==> src/rtl/swf_pkg.sv <==
package swf_pkg;
    localparam int WORD_W   = 32;
    localparam int CODE_W   = 3;
    localparam int WAYF_W   = 10;
    localparam int SETF_W   = 15;
    localparam int WAYF_LSB = CODE_W;
    localparam int SETF_LSB = CODE_W + WAYF_W;

    typedef enum logic [1:0] {
        ST_IDLE,
        ST_SWEEP,
        ST_L2WR,
        ST_FINISH
    } swf_state_e;

    typedef struct packed {
        logic [4:0]        idx_sh;
        logic [5:0]        way_sh;
        logic [SETF_W-1:0] set_top;
        logic [WAYF_W-1:0] way_top;
    } swf_geom_t;
endpackage

==> src/rtl/swf_geom_decode.sv <==
module swf_geom_decode
    import swf_pkg::*;
(
    input  logic [WORD_W-1:0] id_word,
    output swf_geom_t         geom
);
    localparam int ASSOC_W = WAYF_W + 1;

    function automatic logic [3:0] top_bit(input logic [ASSOC_W-1:0] v);
        logic [3:0] r;
        r = '0;
        for (int i = 0; i < ASSOC_W; i++) begin
            if (v[i]) r = 4'(i);
        end
        return r;
    endfunction

    logic [CODE_W-1:0]  line_code;
    logic [ASSOC_W-1:0] assoc;
    logic [3:0]         assoc_log2;

    always_comb begin
        line_code      = id_word[CODE_W-1:0];
        assoc          = {1'b0, id_word[WAYF_LSB +: WAYF_W]} + ASSOC_W'(1);
        assoc_log2     = top_bit(assoc);
        geom.idx_sh    = 5'(line_code) + 5'd4;
        geom.way_sh    = 6'd32 - 6'(assoc_log2);
        geom.set_top   = id_word[SETF_LSB +: SETF_W];
        geom.way_top   = id_word[WAYF_LSB +: WAYF_W];
    end
endmodule

==> src/rtl/swf_sweep_ctr.sv <==
module swf_sweep_ctr #(
    parameter int SET_W = 15,
    parameter int WAY_W = 10
) (
    input  logic             clk,
    input  logic             rst_n,
    input  logic             load,
    input  logic             step,
    input  logic [SET_W-1:0] set_top,
    input  logic [WAY_W-1:0] way_top,
    output logic [SET_W-1:0] set_idx,
    output logic [WAY_W-1:0] way_idx,
    output logic             last
);
    logic [WAY_W-1:0] way_max_q;

    always_ff @(posedge clk or negedge rst_n) begin
        if (!rst_n) begin
            set_idx   <= '0;
            way_idx   <= '0;
            way_max_q <= '0;
        end else if (load) begin
            set_idx   <= set_top;
            way_idx   <= way_top;
            way_max_q <= way_top;
        end else if (step) begin
            if (way_idx == '0) begin
                way_idx <= way_max_q;
                set_idx <= set_idx - SET_W'(1);
            end else begin
                way_idx <= way_idx - WAY_W'(1);
            end
        end
    end

    assign last = (set_idx == '0) && (way_idx == '0);

    // way 0 of a set hands over to the top way of the next lower set
    p_set_wrap_r3: assert property (@(posedge clk) disable iff (!rst_n)
        step && !load && way_idx == '0 && set_idx != '0
        |=> way_idx == way_max_q && set_idx == $past(set_idx) - SET_W'(1));

    // inside a set the way only counts down by one
    p_way_down_r3: assert property (@(posedge clk) disable iff (!rst_n)
        step && !load && way_idx != '0
        |=> way_idx == $past(way_idx) - WAY_W'(1) && $stable(set_idx));
endmodule

==> src/rtl/swf_l2_req.sv <==
module swf_l2_req #(
    parameter int          WORD_W   = 32,
    parameter int          CNT_W    = 6,
    parameter logic [31:0] REG_OFS  = 32'h7FC
) (
    input  logic [WORD_W-1:0] base,
    input  logic [CNT_W-1:0]  ways,
    output logic [WORD_W-1:0] addr,
    output logic [WORD_W-1:0] mask
);
    logic [WORD_W:0] wide;

    always_comb begin
        wide = ((WORD_W+1)'(1) << ways) - (WORD_W+1)'(1);
        mask = wide[WORD_W-1:0];
        addr = base + WORD_W'(REG_OFS);
    end
endmodule

==> src/rtl/swf_flush_seq.sv <==
module swf_flush_seq
    import swf_pkg::*;
#(
    parameter int          L2_CNT_W   = 6,
    parameter logic [31:0] L2_REG_OFS = 32'h7FC
) (
    input  logic                clk,
    input  logic                rst_n,
    input  logic                start,
    input  logic                dc_enabled,
    input  logic [WORD_W-1:0]   geom_word,
    input  logic [WORD_W-1:0]   l2_base,
    input  logic [L2_CNT_W-1:0] l2_way_cnt,
    output logic                op_valid,
    output logic [WORD_W-1:0]   op_word,
    input  logic                op_ready,
    output logic                reg_valid,
    output logic [WORD_W-1:0]   reg_addr,
    output logic [WORD_W-1:0]   reg_data,
    input  logic                reg_ready,
    output logic                busy,
    output logic                done
);
    swf_state_e state_q, state_d;
    swf_geom_t  geom_d, geom_q;
    logic [WORD_W-1:0]   base_q;
    logic [L2_CNT_W-1:0] ways_q;
    logic [SETF_W-1:0]   set_idx;
    logic [WAYF_W-1:0]   way_idx;
    logic                last_op;
    logic                accept;
    logic                step;

    swf_geom_decode u_dec (
        .id_word (geom_word),
        .geom    (geom_d)
    );

    assign accept = (state_q == ST_IDLE) && start;
    assign step   = (state_q == ST_SWEEP) && op_ready;

    swf_sweep_ctr #(.SET_W(SETF_W), .WAY_W(WAYF_W)) u_ctr (
        .clk     (clk),
        .rst_n   (rst_n),
        .load    (accept),
        .step    (step),
        .set_top (geom_d.set_top),
        .way_top (geom_d.way_top),
        .set_idx (set_idx),
        .way_idx (way_idx),
        .last    (last_op)
    );

    swf_l2_req #(.WORD_W(WORD_W), .CNT_W(L2_CNT_W), .REG_OFS(L2_REG_OFS)) u_l2 (
        .base (base_q),
        .ways (ways_q),
        .addr (reg_addr),
        .mask (reg_data)
    );

    always_ff @(posedge clk or negedge rst_n) begin
        if (!rst_n) begin
            state_q <= ST_IDLE;
            geom_q  <= '0;
            base_q  <= '0;
            ways_q  <= '0;
        end else begin
            state_q <= state_d;
            if (accept) begin
                geom_q <= geom_d;
                base_q <= l2_base;
                ways_q <= l2_way_cnt;
            end
        end
    end

    always_comb begin
        state_d = state_q;
        unique case (state_q)
            ST_IDLE:   if (start) state_d = dc_enabled ? ST_SWEEP : ST_FINISH;
            ST_SWEEP:  if (op_ready && last_op) state_d = ST_L2WR;
            ST_L2WR:   if (reg_ready) state_d = ST_FINISH;
            ST_FINISH: state_d = ST_IDLE;
        endcase
    end

    always_comb begin
        op_valid  = 1'b0;
        reg_valid = 1'b0;
        done      = 1'b0;
        busy      = 1'b1;
        op_word   = (WORD_W'(set_idx) << geom_q.idx_sh) |
                    (WORD_W'(way_idx) << geom_q.way_sh);
        unique case (state_q)
            ST_IDLE:   busy      = 1'b0;
            ST_SWEEP:  op_valid  = 1'b1;
            ST_L2WR:   reg_valid = 1'b1;
            ST_FINISH: done      = 1'b1;
        endcase
    end

    // an unaccepted operation word is held
    p_op_hold_r4: assert property (@(posedge clk) disable iff (!rst_n)
        op_valid && !op_ready |=> op_valid && $stable(op_word));

    // an unaccepted register write is held
    p_reg_hold_r6: assert property (@(posedge clk) disable iff (!rst_n)
        reg_valid && !reg_ready |=> reg_valid && $stable(reg_addr) && $stable(reg_data));

    // the two request channels never overlap
    p_one_channel_r5: assert property (@(posedge clk) disable iff (!rst_n)
        !(op_valid && reg_valid));

    // acceptance of the final word leads straight to the level-2 write
    p_last_to_l2_r5: assert property (@(posedge clk) disable iff (!rst_n)
        op_valid && op_ready && last_op |=> reg_valid);

    // done is a single-cycle pulse following the accepted write
    p_done_pulse_r7: assert property (@(posedge clk) disable iff (!rst_n)
        done |=> !done && !busy);
    p_write_to_done_r7: assert property (@(posedge clk) disable iff (!rst_n)
        reg_valid && reg_ready |=> done);

    // a flush requested with the cache off completes at once
    p_skip_r8: assert property (@(posedge clk) disable iff (!rst_n)
        !busy && start && !dc_enabled |=> done && !op_valid && !reg_valid);

    // a start while busy does not reload the sweep
    p_no_restart_r9: assert property (@(posedge clk) disable iff (!rst_n)
        op_valid && !op_ready && start |=> $stable(op_word));
endmodule

==> config.mk <==
export PLATFORM = sky130hd
export DESIGN_NAME = swf_flush_seq
export DESIGN_NICKNAME = d
export VERILOG_FILES = /design/src/rtl/swf_pkg.sv /design/src/rtl/swf_geom_decode.sv /design/src/rtl/swf_sweep_ctr.sv /design/src/rtl/swf_l2_req.sv /design/src/rtl/swf_flush_seq.sv
export SDC_FILE = /design/constraint.sdc
export NUM_CORES = 1
export LEC_CHECK = 0
export CAP_MARGIN = 15
export CORE_AREA = 5 5 182 96
export CTS_CLUSTER_DIAMETER = 100
export DETAILED_ROUTE_END_ITERATION = 8
export DIE_AREA = 0 0 187 101
export PLACE_DENSITY = 0.83
export SYNTH_ARGS = -nofsm -noshare
export SYNTH_HDL_FRONTEND = slang
export SYNTH_HIERARCHICAL = 1
export SYNTH_SLANG_ARGS = --single-unit
export TNS_END_PERCENT = 20
==> constraint.sdc <==
create_clock -name clk -period 2.5 [get_ports clk]
set_input_delay 0.375 -clock clk [delete_from_list [all_inputs] [get_ports clk]]
set_output_delay 0.375 -clock clk [all_outputs]
set_load 0.01 [all_outputs]
==> results.yml, run 1 <==
floorplanning:
  core_area_um2: 15900
  row_count: 33
  start_util: 0.505
  die_h_um: 101
  dieWidth_um: 187
  pin_count: 176
  dieArea_um2: 18900
critical_path:
  timing.rr.end: "u_ctr/set_idx[5]"
  r2r_slack_ps: 120
  reg2reg_depth: 8
  required_ps: 2120
  timing.rr.start: "state_q[1]"
  path_class: "flop to output port"
  crit_path_end_kind: "output port"
  startpoint: "geom_q[31]"
  crit_path_start_kind: "flop"
  crit_arrival_ps: 2370
  critPathMaxFanout: 4
cells_and_area:
  drive_gt1_frac: 0.406
  nNetsFinal: 1353
  antennaDiodeCount: 0
  syn_to_final_growth_pct: 50.4
  post-route-util: 0.759
power_and_ir_drop:
  p_seq_frac: 0.143
  switching_share: 0.477
  vdd_drop_max_v: 0.00114
  power_frac_clock: 0.077
  p_int_mw: 10.1
  powerDensity_nw_per_um2: 1610
  p_leak_nw: 5.20
  total_power_mw: 19.4
  p_sw_mw: 9.25
  combPwrFrac: 0.780
clocking:
  clock_path_buffers: 2
  htreeDepth: 3
  cts_tree: "yes"
  cts.sinks: 86
  numCtsBuffers: 9
  path_clk_slew_ps: 70
  ctsRootBufferMaster: "clkbuf_16"
  clk_latency_ps: 350
timing:
  slew_headroom: 0.637
  hold_violations: 0
  fin_skew_ps: 8.74
  drv_slew: 0
  grt_setup_unrepaired: "yes"
  min_period_ps: 2740
  layout_setup_ws_ps: -241
  max_freq_ghz: 0.365
  finalSetupViolations: 26
  fin_crit_sh: 1.10
  tightest_slew_ps: 544
yosys:
  ys_top_cells_by_area: "dfrtp_1 27%, mux2_2 9.7%, nand2_1 4.4%"
  syn_inst: 949
  synth_cell_types: 89
  ys_async_sr_fraction: 1.00
  post_synth.cell_area_avg_um2: 8.43
  synth_top_area_frac: 0.269
  syn_area_um2: 8000
  synth-edff-count: 0
  synth_flop_cell: "dfrtp_1"
  ys.warnings.count: 6
  syn_nets: 1036
  synth_seq_cells: 86
  yosysSeqAreaShare: 0.269
  synth_top_cell_by_area: "dfrtp_1"
drt:
  vias: 9303
  ant_nets: 0
  first_pass_iters: 5
  avgRoutedWirePerCell_um: 22.8
  drc: 0
  wirelength_mm: 33.8
  viasPerCell: 6.29
  drt-initial-drc-count: 1254
placed_design:
  place_hpwl_mm: 25.4
  port_buffers: 171
  place.gp.congestion: 1.03
outcome:
  status: "complete, but fails checks"
  violations: "negative setup slack"
global_route:
  grt_antenna_before_repair: 0
  grt_max_degree: 68
  grtUsageTotal: 0.343
  grt-ovfl-total: 0
  grt_pass1_vias: 8759
  grt_pass1_wl_mm: 50.7
job:
  drv_cap: 0
worst_hold_path:
  hold_path.class: "input port to async pin"
per-layer routing:
layer	part of all wire	wire, um	track usage	up-vias
li1	-	-	-	4102
met5	0	0	0	-
met3	0.13	4420	0.126	54
met2	0.39	13300	0.465	659
met1	0.46	15700	0.524	4488
met4	0.014	466	0.0483	0
synthesized netlist by cell type, drive strengths merged, types with 13 or more instances:
library cell,instances
mux2,75
buf,59
mux2i,37
xor2,25
clkbuf,38
inv,37
nor2,68
or3,14
dfrtp,86
nand3,21
o21ai,67
a31oi,21
o221ai,13
nand4,13
nor2b,14
o211ai,14
a21oi,29
nand2,93
nor3,33
power by group through the flow:
stage / Combinational [mW] / Sequential (mW) / Clock, mW
floorplan: 6.73 / 2.69 / 0
global placement: 13.5 / 2.66 / 0
detailed placement: 13.7 / 2.69 / 0
CTS: 14.0 / 2.71 / 1.51
global route: 15.8 / 2.84 / 1.57
finish: 15.1 / 2.77 / 1.49
worst max-delay path, cell delays in order (launching register included):
cell       delay, ps
dfrtp_2          440
bufbuf_16        290
mux2_4           320
mux2i_4          250
buf_6            140
o21ai_2           80
a22oi_1          200
o211ai_1         130
buf_2            160
area by class of cell:
type / instances / area, um2
Clock buffer: 11 / 243
Clock inverter: 4 / 77.6
Fill cell: 1136 / 3820
Inverter: 38 / 145
Multi-Input combinational cell: 728 / 5800
Sequential cell: 86 / 2160
Tap cell: 210 / 263
Timing Repair Buffer: 403 / 3340
what timing repair did:
| item | 4_1_cts | 5_1_grt |
|---|---|---|
| pin swaps | 21 | 27 |
| hold endpoints to repair | 19 | 0 |
| hold buffers | 1 | 0 |
| setup endpoints to repair | 80 | 86 |
| setup buffers | 14 | 10 |
| gates cloned | 2 | 0 |
| gates resized for setup | 288 | 137 |
cells in the final DEF (no fill, tap or decap), drive strengths merged, types with 14 or more instances in the layout:
| cell | netlist | final |
|---|---|---|
| dfrtp | 86 | 86 |
| or3 | 14 | 14 |
| mux2i | 37 | 37 |
| mux2 | 75 | 75 |
| o21ai | 67 | 67 |
| a21oi | 29 | 29 |
| nand2 | 93 | 93 |
| nand3 | 21 | 21 |
| clkdlybuf4s50 | 0 | 89 |
| nor2b | 14 | 14 |
| buf | 59 | 268 |
| o211ai | 14 | 14 |
| xor2 | 25 | 25 |
| clkbuf | 38 | 29 |
| nor2 | 68 | 68 |
| nor3 | 33 | 33 |
| a31oi | 21 | 21 |
| inv | 37 | 39 |
how the worst max path moves through the flow:
| stage | to |
|---|---|
| after floorplan | reg_data[10] |
| after global placement | geom_q[26] |
| after detailed placement | geom_q[28] |
| after CTS | op_word[26] |
| after global routing | op_word[21] |
| final | op_word[14] |
kinds of logic (layout without fill, tap and decap cells):
kind of cell / Yosys count / count (layout) / synth area share
other: 1 / 1 / 0.000469
muxes: 114 / 114 / 0.166
DFF: 86 / 86 / 0.269
xor gates and xnor gates: 37 / 37 / 0.0405
buffers and inverters: 135 / 456 / 0.0874
AOI/OAI and AO/OA: 232 / 232 / 0.200
and+or+nand+nor: 333 / 333 / 0.219
adders and majority gates: 11 / 11 / 0.0172
state kept, by name, indices dropped and copies added (netlist names):
name,flops
base_q,32
u_ctr/set_idx,15
geom_q,11
u_ctr/way_idx,10
u_ctr/way_max_q,10
ways_q,6
state_q,2
stage by stage:
stage	worst slack, ps	instance area, um2	std cells	setup TNS, ps	hold WS, ps
after floorplan	27.7	8000	949	0	79.4
after global placement	-508	11100	1447	-6340	274
after detailed placement	-587	11100	1447	-8290	276
after CTS	-229	11800	1476	-3640	445
after global routing	-261	12000	1480	-5090	487
final	-241	12000	1480	-2460	480
(Power assumes the default switching activity.)
==> inputs of run 2 (changes only) <==
--- a/config.mk
+++ b/config.mk
@@ -8,6 +8,7 @@
 export CAP_MARGIN = 15
 export CORE_AREA = 5 5 182 96
 export CTS_CLUSTER_DIAMETER = 100
+export CTS_CLUSTER_SIZE = 8
 export DETAILED_ROUTE_END_ITERATION = 8
 export DIE_AREA = 0 0 187 101
 export PLACE_DENSITY = 0.83
==> results of run 2 <==
The final DEF is identical to that of run 1; final timing and power are the same.
